$ cat config.mk
export PLATFORM = sky130hd
export DESIGN_NAME = ddr_cmd_seq
export DESIGN_NICKNAME = d
export VERILOG_FILES = /design/src/rtl/ddr_seq_pkg.sv /design/src/rtl/ddr_bank_table.sv /design/src/rtl/ddr_refresh_timer.sv /design/src/rtl/ddr_read_window.sv /design/src/rtl/ddr_cmd_seq.sv
export SDC_FILE = /design/constraint.sdc
export NUM_CORES = 1
export LEC_CHECK = 0
export BUFFER_PORTS_ARGS = -buffer_cell sky130_fd_sc_hd__buf_4
export CAP_MARGIN = 20
export CORE_AREA = 10 10 141 169
export CTS_BUF_LIST = sky130_fd_sc_hd__clkbuf_4 sky130_fd_sc_hd__clkbuf_8
export CTS_CLUSTER_DIAMETER = 60
export DETAILED_ROUTE_END_ITERATION = 10
export DIE_AREA = 0 0 151 179
export GPL_TIMING_DRIVEN = 0
export PLACE_DENSITY = 0.39
export SLEW_MARGIN = 0
export SYNTH_ARGS = -nofsm -noshare
export SYNTH_HDL_FRONTEND = slang
export SYNTH_HIERARCHICAL = 1
export SYNTH_SLANG_ARGS = --single-unit
$ cat constraint.sdc
create_clock -name clk -period 3.3 [get_ports clk]
set_input_delay 0.66 -clock clk [delete_from_list [all_inputs] [get_ports clk]]
set_output_delay 0.66 -clock clk [all_outputs]
set_load 0.005 [all_outputs]
$ cat src/rtl/ddr_seq_pkg.sv
package ddr_seq_pkg;
  // {ras_n, cas_n, we_n}
  typedef enum logic [2:0] {
    C_MRS = 3'b000,
    C_REF = 3'b001,
    C_PRE = 3'b010,
    C_ACT = 3'b011,
    C_WR  = 3'b100,
    C_RD  = 3'b101,
    C_NOP = 3'b111
  } ddr_cmd_e;

  typedef enum logic [1:0] {
    PH_INIT,
    PH_RUN,
    PH_SELF
  } seq_phase_e;
endpackage

$ cat src/rtl/ddr_bank_table.sv
module ddr_bank_table #(
  parameter int NUM_BANKS = 4,
  parameter int ROW_W     = 12,
  localparam int BA_W     = $clog2(NUM_BANKS)
) (
  input  logic                 clk,
  input  logic                 rst_n,
  input  logic                 upd_act,
  input  logic                 upd_close,
  input  logic                 upd_close_all,
  input  logic [BA_W-1:0]      sel_bank,
  input  logic [ROW_W-1:0]     sel_row,
  output logic                 q_open,
  output logic                 q_hit,
  output logic                 any_open
);
  logic [NUM_BANKS-1:0]            open_v;
  logic [NUM_BANKS-1:0][ROW_W-1:0] rows;

  for (genvar b = 0; b < NUM_BANKS; b++) begin : g_bank
    logic             open_q;
    logic [ROW_W-1:0] row_q;
    always_ff @(posedge clk or negedge rst_n) begin
      if (!rst_n) begin
        open_q <= 1'b0;
        row_q  <= '0;
      end else if (upd_close_all) begin
        open_q <= 1'b0;
      end else if (sel_bank == BA_W'(b)) begin
        if (upd_act) begin
          open_q <= 1'b1;
          row_q  <= sel_row;
        end else if (upd_close) begin
          open_q <= 1'b0;
        end
      end
    end
    assign open_v[b] = open_q;
    assign rows[b]   = row_q;
  end

  assign q_open   = open_v[sel_bank];
  assign q_hit    = q_open && (rows[sel_bank] == sel_row);
  assign any_open = |open_v;
endmodule

$ cat src/rtl/ddr_refresh_timer.sv
module ddr_refresh_timer #(
  parameter int T_REFI = 1560,
  localparam int CW    = $clog2(T_REFI)
) (
  input  logic clk,
  input  logic rst_n,
  input  logic run,
  input  logic ack,
  output logic due
);
  logic [CW-1:0] cnt;

  always_ff @(posedge clk or negedge rst_n) begin
    if (!rst_n) begin
      cnt <= '0;
      due <= 1'b0;
    end else if (!run) begin
      cnt <= '0;
      due <= 1'b0;
    end else begin
      if (ack) due <= 1'b0;
      if (cnt == CW'(T_REFI - 1)) begin
        cnt <= '0;
        due <= 1'b1;
      end else begin
        cnt <= cnt + 1'b1;
      end
    end
  end
endmodule

$ cat src/rtl/ddr_read_window.sv
module ddr_read_window #(
  parameter int BURST_LEN = 4,
  localparam int BEATS    = BURST_LEN / 2,
  localparam int D        = BEATS + 2
) (
  input  logic clk,
  input  logic rst_n,
  input  logic rd_now,
  input  logic cl25,
  output logic rd_rise,
  output logic rd_fall
);
  logic [D-1:0] rise_sr, fall_sr, rise_mask, fall_mask;

  // index j of the shift lines is the cycle j after the current one
  always_comb begin
    for (int j = 0; j < D; j++) begin
      rise_mask[j] = cl25 ? (j >= 2 && j <= BEATS + 1) : (j >= 1 && j <= BEATS);
      fall_mask[j] = (j >= 1 && j <= BEATS);
    end
  end

  always_ff @(posedge clk or negedge rst_n) begin
    if (!rst_n) begin
      rise_sr <= '0;
      fall_sr <= '0;
    end else begin
      rise_sr <= (rise_sr >> 1) | (rd_now ? rise_mask : '0);
      fall_sr <= (fall_sr >> 1) | (rd_now ? fall_mask : '0);
    end
  end

  assign rd_rise = rise_sr[0];
  assign rd_fall = fall_sr[0];
endmodule

$ cat src/rtl/ddr_cmd_seq.sv
module ddr_cmd_seq
  import ddr_seq_pkg::*;
#(
  parameter int NUM_BANKS        = 4,
  parameter int ROW_W            = 12,
  parameter int COL_W            = 10,
  parameter int BURST_LEN        = 4,
  parameter int BURST_INTERLEAVE = 0,
  parameter int T_INIT           = 200,
  parameter int T_RP             = 3,
  parameter int T_RCD            = 3,
  parameter int T_RFC            = 10,
  parameter int T_MRD            = 2,
  parameter int T_XSR            = 20,
  parameter int T_REFI           = 1560,
  localparam int BA_W            = $clog2(NUM_BANKS)
) (
  input  logic             clk,
  input  logic             rst_n,
  input  logic             cfg_cl25,
  input  logic             self_req,
  input  logic             req_valid,
  output logic             req_ready,
  input  logic             req_write,
  input  logic             req_autopre,
  input  logic [BA_W-1:0]  req_bank,
  input  logic [ROW_W-1:0] req_row,
  input  logic [COL_W-1:0] req_col,
  output logic             cke,
  output logic             ras_n,
  output logic             cas_n,
  output logic             we_n,
  output logic [BA_W-1:0]  ba,
  output logic [ROW_W-1:0] addr,
  output logic             rd_rise,
  output logic             rd_fall
);
  localparam int BEATS = BURST_LEN / 2;

  function automatic int max_wait();
    int m;
    m = T_INIT;
    if (T_RFC > m) m = T_RFC;
    if (T_XSR > m) m = T_XSR;
    if (T_RCD > m) m = T_RCD;
    if (T_MRD > m) m = T_MRD;
    if (BEATS + T_RP > m) m = BEATS + T_RP;
    return m;
  endfunction

  localparam int MAXW  = max_wait();
  localparam int GAP_W = $clog2(MAXW + 1);
  localparam logic [2:0] BL_CODE = 3'($clog2(BURST_LEN));

  seq_phase_e       phase_q, n_phase;
  logic [GAP_W-1:0] gap_q, n_wait;
  logic [2:0]       step_q, n_step;
  ddr_cmd_e         cmd_q, n_cmd;
  logic [BA_W-1:0]  ba_q, n_ba;
  logic [ROW_W-1:0] addr_q, n_addr, mode_word;
  logic             cke_q, n_cke;
  logic             issue, ack, do_act, do_close, do_close_all;
  logic             q_open, q_hit, any_open, ref_due, slot;

  assign slot = (gap_q == '0);

  always_comb begin
    mode_word      = '0;
    mode_word[2:0] = BL_CODE;
    mode_word[3]   = (BURST_INTERLEAVE != 0);
    mode_word[6:4] = cfg_cl25 ? 3'b110 : 3'b010;
  end

  ddr_bank_table #(.NUM_BANKS(NUM_BANKS), .ROW_W(ROW_W)) u_banks (
    .clk(clk), .rst_n(rst_n),
    .upd_act(do_act), .upd_close(do_close), .upd_close_all(do_close_all),
    .sel_bank(req_bank), .sel_row(req_row),
    .q_open(q_open), .q_hit(q_hit), .any_open(any_open)
  );

  ddr_refresh_timer #(.T_REFI(T_REFI)) u_refi (
    .clk(clk), .rst_n(rst_n), .run(phase_q == PH_RUN), .ack(ack), .due(ref_due)
  );

  ddr_read_window #(.BURST_LEN(BURST_LEN)) u_rdwin (
    .clk(clk), .rst_n(rst_n), .rd_now(cmd_q == C_RD), .cl25(cfg_cl25),
    .rd_rise(rd_rise), .rd_fall(rd_fall)
  );

  always_comb begin
    n_cmd        = C_NOP;
    n_ba         = '0;
    n_addr       = '0;
    n_cke        = cke_q;
    n_phase      = phase_q;
    n_step       = step_q;
    n_wait       = '0;
    issue        = 1'b0;
    ack          = 1'b0;
    req_ready    = 1'b0;
    do_act       = 1'b0;
    do_close     = 1'b0;
    do_close_all = 1'b0;
    unique case (phase_q)
      PH_INIT: if (slot) begin
        issue  = 1'b1;
        n_step = step_q + 3'd1;
        unique case (step_q)
          3'd0: begin
            n_cmd = C_PRE; n_addr[10] = 1'b1; n_wait = GAP_W'(T_RP); do_close_all = 1'b1;
          end
          3'd1: begin
            n_cmd = C_MRS; n_ba = BA_W'(1); n_wait = GAP_W'(T_MRD);
          end
          3'd2: begin
            n_cmd = C_MRS; n_addr = mode_word; n_wait = GAP_W'(T_MRD);
          end
          default: begin
            n_cmd = C_REF; n_wait = GAP_W'(T_RFC);
            if (step_q == 3'd4) n_phase = PH_RUN;
          end
        endcase
      end
      PH_RUN: if (slot) begin
        if (ref_due || self_req) begin
          issue = 1'b1;
          if (any_open) begin
            n_cmd = C_PRE; n_addr[10] = 1'b1; n_wait = GAP_W'(T_RP); do_close_all = 1'b1;
          end else if (ref_due) begin
            n_cmd = C_REF; n_wait = GAP_W'(T_RFC); ack = 1'b1;
          end else begin
            n_cmd = C_REF; n_wait = GAP_W'(1); n_cke = 1'b0; n_phase = PH_SELF;
          end
        end else if (req_valid) begin
          issue = 1'b1;
          n_ba  = req_bank;
          if (q_hit) begin
            n_cmd             = req_write ? C_WR : C_RD;
            n_addr[COL_W-1:0] = req_col;
            n_addr[10]        = req_autopre;
            n_wait            = GAP_W'(BEATS) + (req_autopre ? GAP_W'(T_RP) : '0);
            do_close          = req_autopre;
            req_ready         = 1'b1;
          end else if (q_open) begin
            n_cmd = C_PRE; n_wait = GAP_W'(T_RP); do_close = 1'b1;
          end else begin
            n_cmd = C_ACT; n_addr = req_row; n_wait = GAP_W'(T_RCD); do_act = 1'b1;
          end
        end
      end
      default: if (!self_req) begin
        issue   = 1'b1;
        n_cke   = 1'b1;
        n_phase = PH_RUN;
        n_wait  = GAP_W'(T_XSR);
      end
    endcase
  end

  always_ff @(posedge clk or negedge rst_n) begin
    if (!rst_n) begin
      phase_q <= PH_INIT;
      gap_q   <= GAP_W'(T_INIT);
      step_q  <= '0;
      cmd_q   <= C_NOP;
      ba_q    <= '0;
      addr_q  <= '0;
      cke_q   <= 1'b1;
    end else begin
      phase_q <= n_phase;
      step_q  <= n_step;
      cmd_q   <= n_cmd;
      ba_q    <= n_ba;
      addr_q  <= n_addr;
      cke_q   <= n_cke;
      if (issue)           gap_q <= n_wait - 1'b1;
      else if (gap_q != 0) gap_q <= gap_q - 1'b1;
    end
  end

  assign {ras_n, cas_n, we_n} = cmd_q;
  assign ba   = ba_q;
  assign addr = addr_q;
  assign cke  = cke_q;
endmodule

==> impl_metrics.toml <==
[sta]
maxSlewViolCount = 0
max_freq_ghz = 0.252
layout_setup_ws_ns = -0.666
slew_headroom_pct = 53.7
period_needed_ns = 3.97
setup_viol = 61
worst_pin_slew_ns = 0.684
post-route-period-util_pct = 120
rsz0062_at_grt = "yes"
finalSetupTns_ns = -24.48
hold_violations = 0
fin_skew_ns = 0.0174

[logic_synthesis]
synthAdderAreaFrac_pct = 1.49
synth_compound_area_share_pct = 10.1
syn_area_per_cell_sq_um = 11.7
yosysTopAreaCell = "dfrtp_1"
synthMostInstantiatedCell = "dfrtp_1"
ys_top_cells_by_area = "dfrtp_1 47%, mux2_2 9.6%, dfstp_2 3.6%"
synth_commonest_cells = "95 x dfrtp_1, 43 x mux2_2, 31 x nor2_1"
synth_top_area_share_pct = 47.1
synth_area_sq_um = 5040
synth_top_family_by_area = "multiplexers"
synth_edf_count = 0
synthesis.nets = 468
yosys_register_bits = 102
yosys_warnings = 6
synth-simple-area-share_pct = 14.8
synth-async-reset-ratio_pct = 100
synth.mux.area_fraction_pct = 16.9
synth.distinct_cells = 64
synthFlopType = "dfrtp_1"
synth-seq-area-share_pct = 50.8
synth-xor-area-share_pct = 2.95
netlist_instances = 431

[detailed_routing]
num_vias = 3818
routedWlPerCell_microns = 18.5
first_pass_iters = 5
finalWirelength_microns = 14800
drcViolationCount = 0
via_per_inst = 4.78
antenna_left = 0
first_iter_violations = 238

[clock_tree]
cts.sinks = 102
clk_latency_ns = 0.39
cts.reportedPaths.clkPinSlew_ns = 0.09
numCtsBuffers = 9
hold_buffers = 0
htreeDepth = 3
clock-root-buffer = "clkbuf_8"
clock_path_buffers = 2
cts_tree = "built"

[final_layout]
synthToLayoutAreaGrowth_pct = 34.5
final_nets = 563
diodes = 0
nFillCells = 2131
drive_gt1_share_pct = 44.4
seqCellArea_sq_um = 2560
final_cells = 799
multi_input_area_sq_um = 2660

[die]
die_h_microns = 179
num_rows = 58
die-area_sq_um = 27000
initial_core_util_pct = 24.5
core_sq_um = 20600
die_w_microns = 151
pin_count = 52

[global_route]
grt_pass1_wl_microns = 23100
antenna_found_initial = 0
grt.total_usage_pct = 11.2
first_global_vias = 3975
gr-total-overflow = 0
grt_max_degree = 64

[critical_path]
critical_path_class = "primary input to register"
end_kind = "register"
crit_buf_inv = 3
start_kind = "primary input"
crit_chain = "buf_8, mux4_2, xor2_2, nor4_4, o2111ai_2, nor4_4, buf_4, nand2b_4, a21oi_2, o21ai_2, a22oi_2, ha_2, inv_2, a311o_1, or4_1, a32o_1"
worstPathRequired_ns = 3.61
crit_fanout = 8
worst_ep_arrival_time_ns = 4.28
slowest_stage = "mux4_2"
path_common_cell = "nor4_4"
cp_top_family = "simple AND/OR/NAND/NOR gates"
cp_slowest_stage_delay_ns = 0.53

[worst_hold_path]
hold_class = "primary input to async pin"

[place]
placed_cells = 753
dp_hpwl_microns = 10000
post-place-ws_ns = -1.84
gp_congestion = 0.769
portBuffers = 51

[status]
violations = "setup timing"
status = "finished with violations"

[run]
max_cap_violations = 0

[power]
vdd_drop_max_uv = 236
p_leak_nw = 3.06
finalPower_mw = 3.34
power_density_nw_per_um2 = 492
-- per-layer routing --
metal	up-vias	track usage, %	part of all wire, %
met2	83	17.9	48
met5	-	0	0
met1	1960	14.3	45
met3	17	2.80	5.0
li1	1758	-	-
met4	0	3.90	1.6
-- logic make-up (layout without fill, tap and decap cells) --
logic type,after synthesis,in the layout
xor gates and xnor gates,17,17
DFF,102,102
AOI/OAI and AO/OA,74,74
adders and majority gates,6,6
buffers and inverters,33,131
and+or+nand+nor,134,134
muxes,65,65
-- sequential cells by signal (all words and copies together) (netlist names) --
| register | flops |
|---|---|
| u_refi/cnt | 11 |
| phase_q | 2 |
| u_banks/g_bank.open_q | 4 |
| u_refi/due | 1 |
| u_rdwin/rise_sr | 4 |
| gap_q | 8 |
| cke | 1 |
| u_rdwin/fall_sr | 3 |
| addr | 12 |
| ba | 2 |
| step_q | 3 |
| cmd_q | 3 |
| u_banks/g_bank.row_q | 48 |
-- metrics by stage --
| stage | area, sq um | util [%] | hold WS (ns) |
|---|---|---|---|
| 5_1_grt | 6780 | 32.9 | 0.296 |
| 3_3_place_gp | 5790 | 28.1 | 0.332 |
| 2_1_floorplan | 5070 | - | 0.331 |
| 3_5_place_dp | 5820 | 28.2 | 0.336 |
| 6_report | 6780 | 32.9 | 0.278 |
| 4_1_cts | 6610 | 32.1 | 0.276 |
-- worst paths after layout --
| path | start | endpoint | slack (ns) | cells past startpoint |
|---|---|---|---|---|
| worst max-delay path | req_bank[0] | gap_q[6] | -0.67 | 16 |
| worst min-delay path | rst_n | gap_q[5] | 0.28 | 1 |
| worst max register to register | u_banks/g_bank[3].row_q[6] | gap_q[6] | -0.63 | 15 |
| worst min register to register | u_rdwin/fall_sr[1] | u_rdwin/fall_sr[0] | 0.35 | 0 |
| max in group asynchronous | rst_n | cke | 2.30 | 2 |
| min in group clk | u_rdwin/fall_sr[1] | u_rdwin/fall_sr[0] | 0.35 | 0 |
-- worst register-to-register path: cells and delay by family, from the launching register on --
family                   cells  cell delay, ns
AND/OR/NAND/NOR              4            1.21
buffers and inverters        2            0.23
multiplexers                 1            0.50
adder cells (fa/ha/maj)      1            0.22
XOR/XNOR                     1            0.17
flip-flops                   1            0.40
AO/OA/AOI/OAI                6            1.15
-- final cells by class --
type | instances | area share [%]
clock inverter | 5 | 1.61
tap | 270 | 4.98
clock buffer | 9 | 1.83
timing repair buffer | 87 | 11.4
inverter | 15 | 0.886
buffer | 15 | 2.38
sequential | 102 | 37.8
multi-input combinational | 296 | 39.2
-- placed cells by master, fill, tap and decap left out, types with 5 or more instances in the layout --
cell / n
dfrtp_1: 95
buf_4: 65
mux2_2: 31
nor2_1: 29
nand2_1: 23
buf_6: 21
mux2_4: 15
a22oi_2: 14
inv_1: 13
a21oi_1: 13
clkbuf_8: 10
o21ai_0: 9
nand3_1: 9
mux2i_1: 9
mux4_2: 9
xnor2_1: 7
dfstp_2: 7
nor2b_1: 6
or4_1: 5
nor3_4: 5
xor2_1: 5
ha_1: 5
-- where the power goes --
group	switching [mW]	internal, mW	leakage [nW]
sequential	0.117	1.38	1.38
combinational	0.504	0.379	1.56
clock	0.462	0.501	0.113
-- repair_timing --
action,in CTS,in global routing
gates resized for setup,75,50
endpoints found under the hold margin,0,0
cloned,4,0
buffers inserted,30,7
pin swaps,13,24
setup endpoints to repair,73,65
Note: power is estimated with default switching activity, not from simulation.
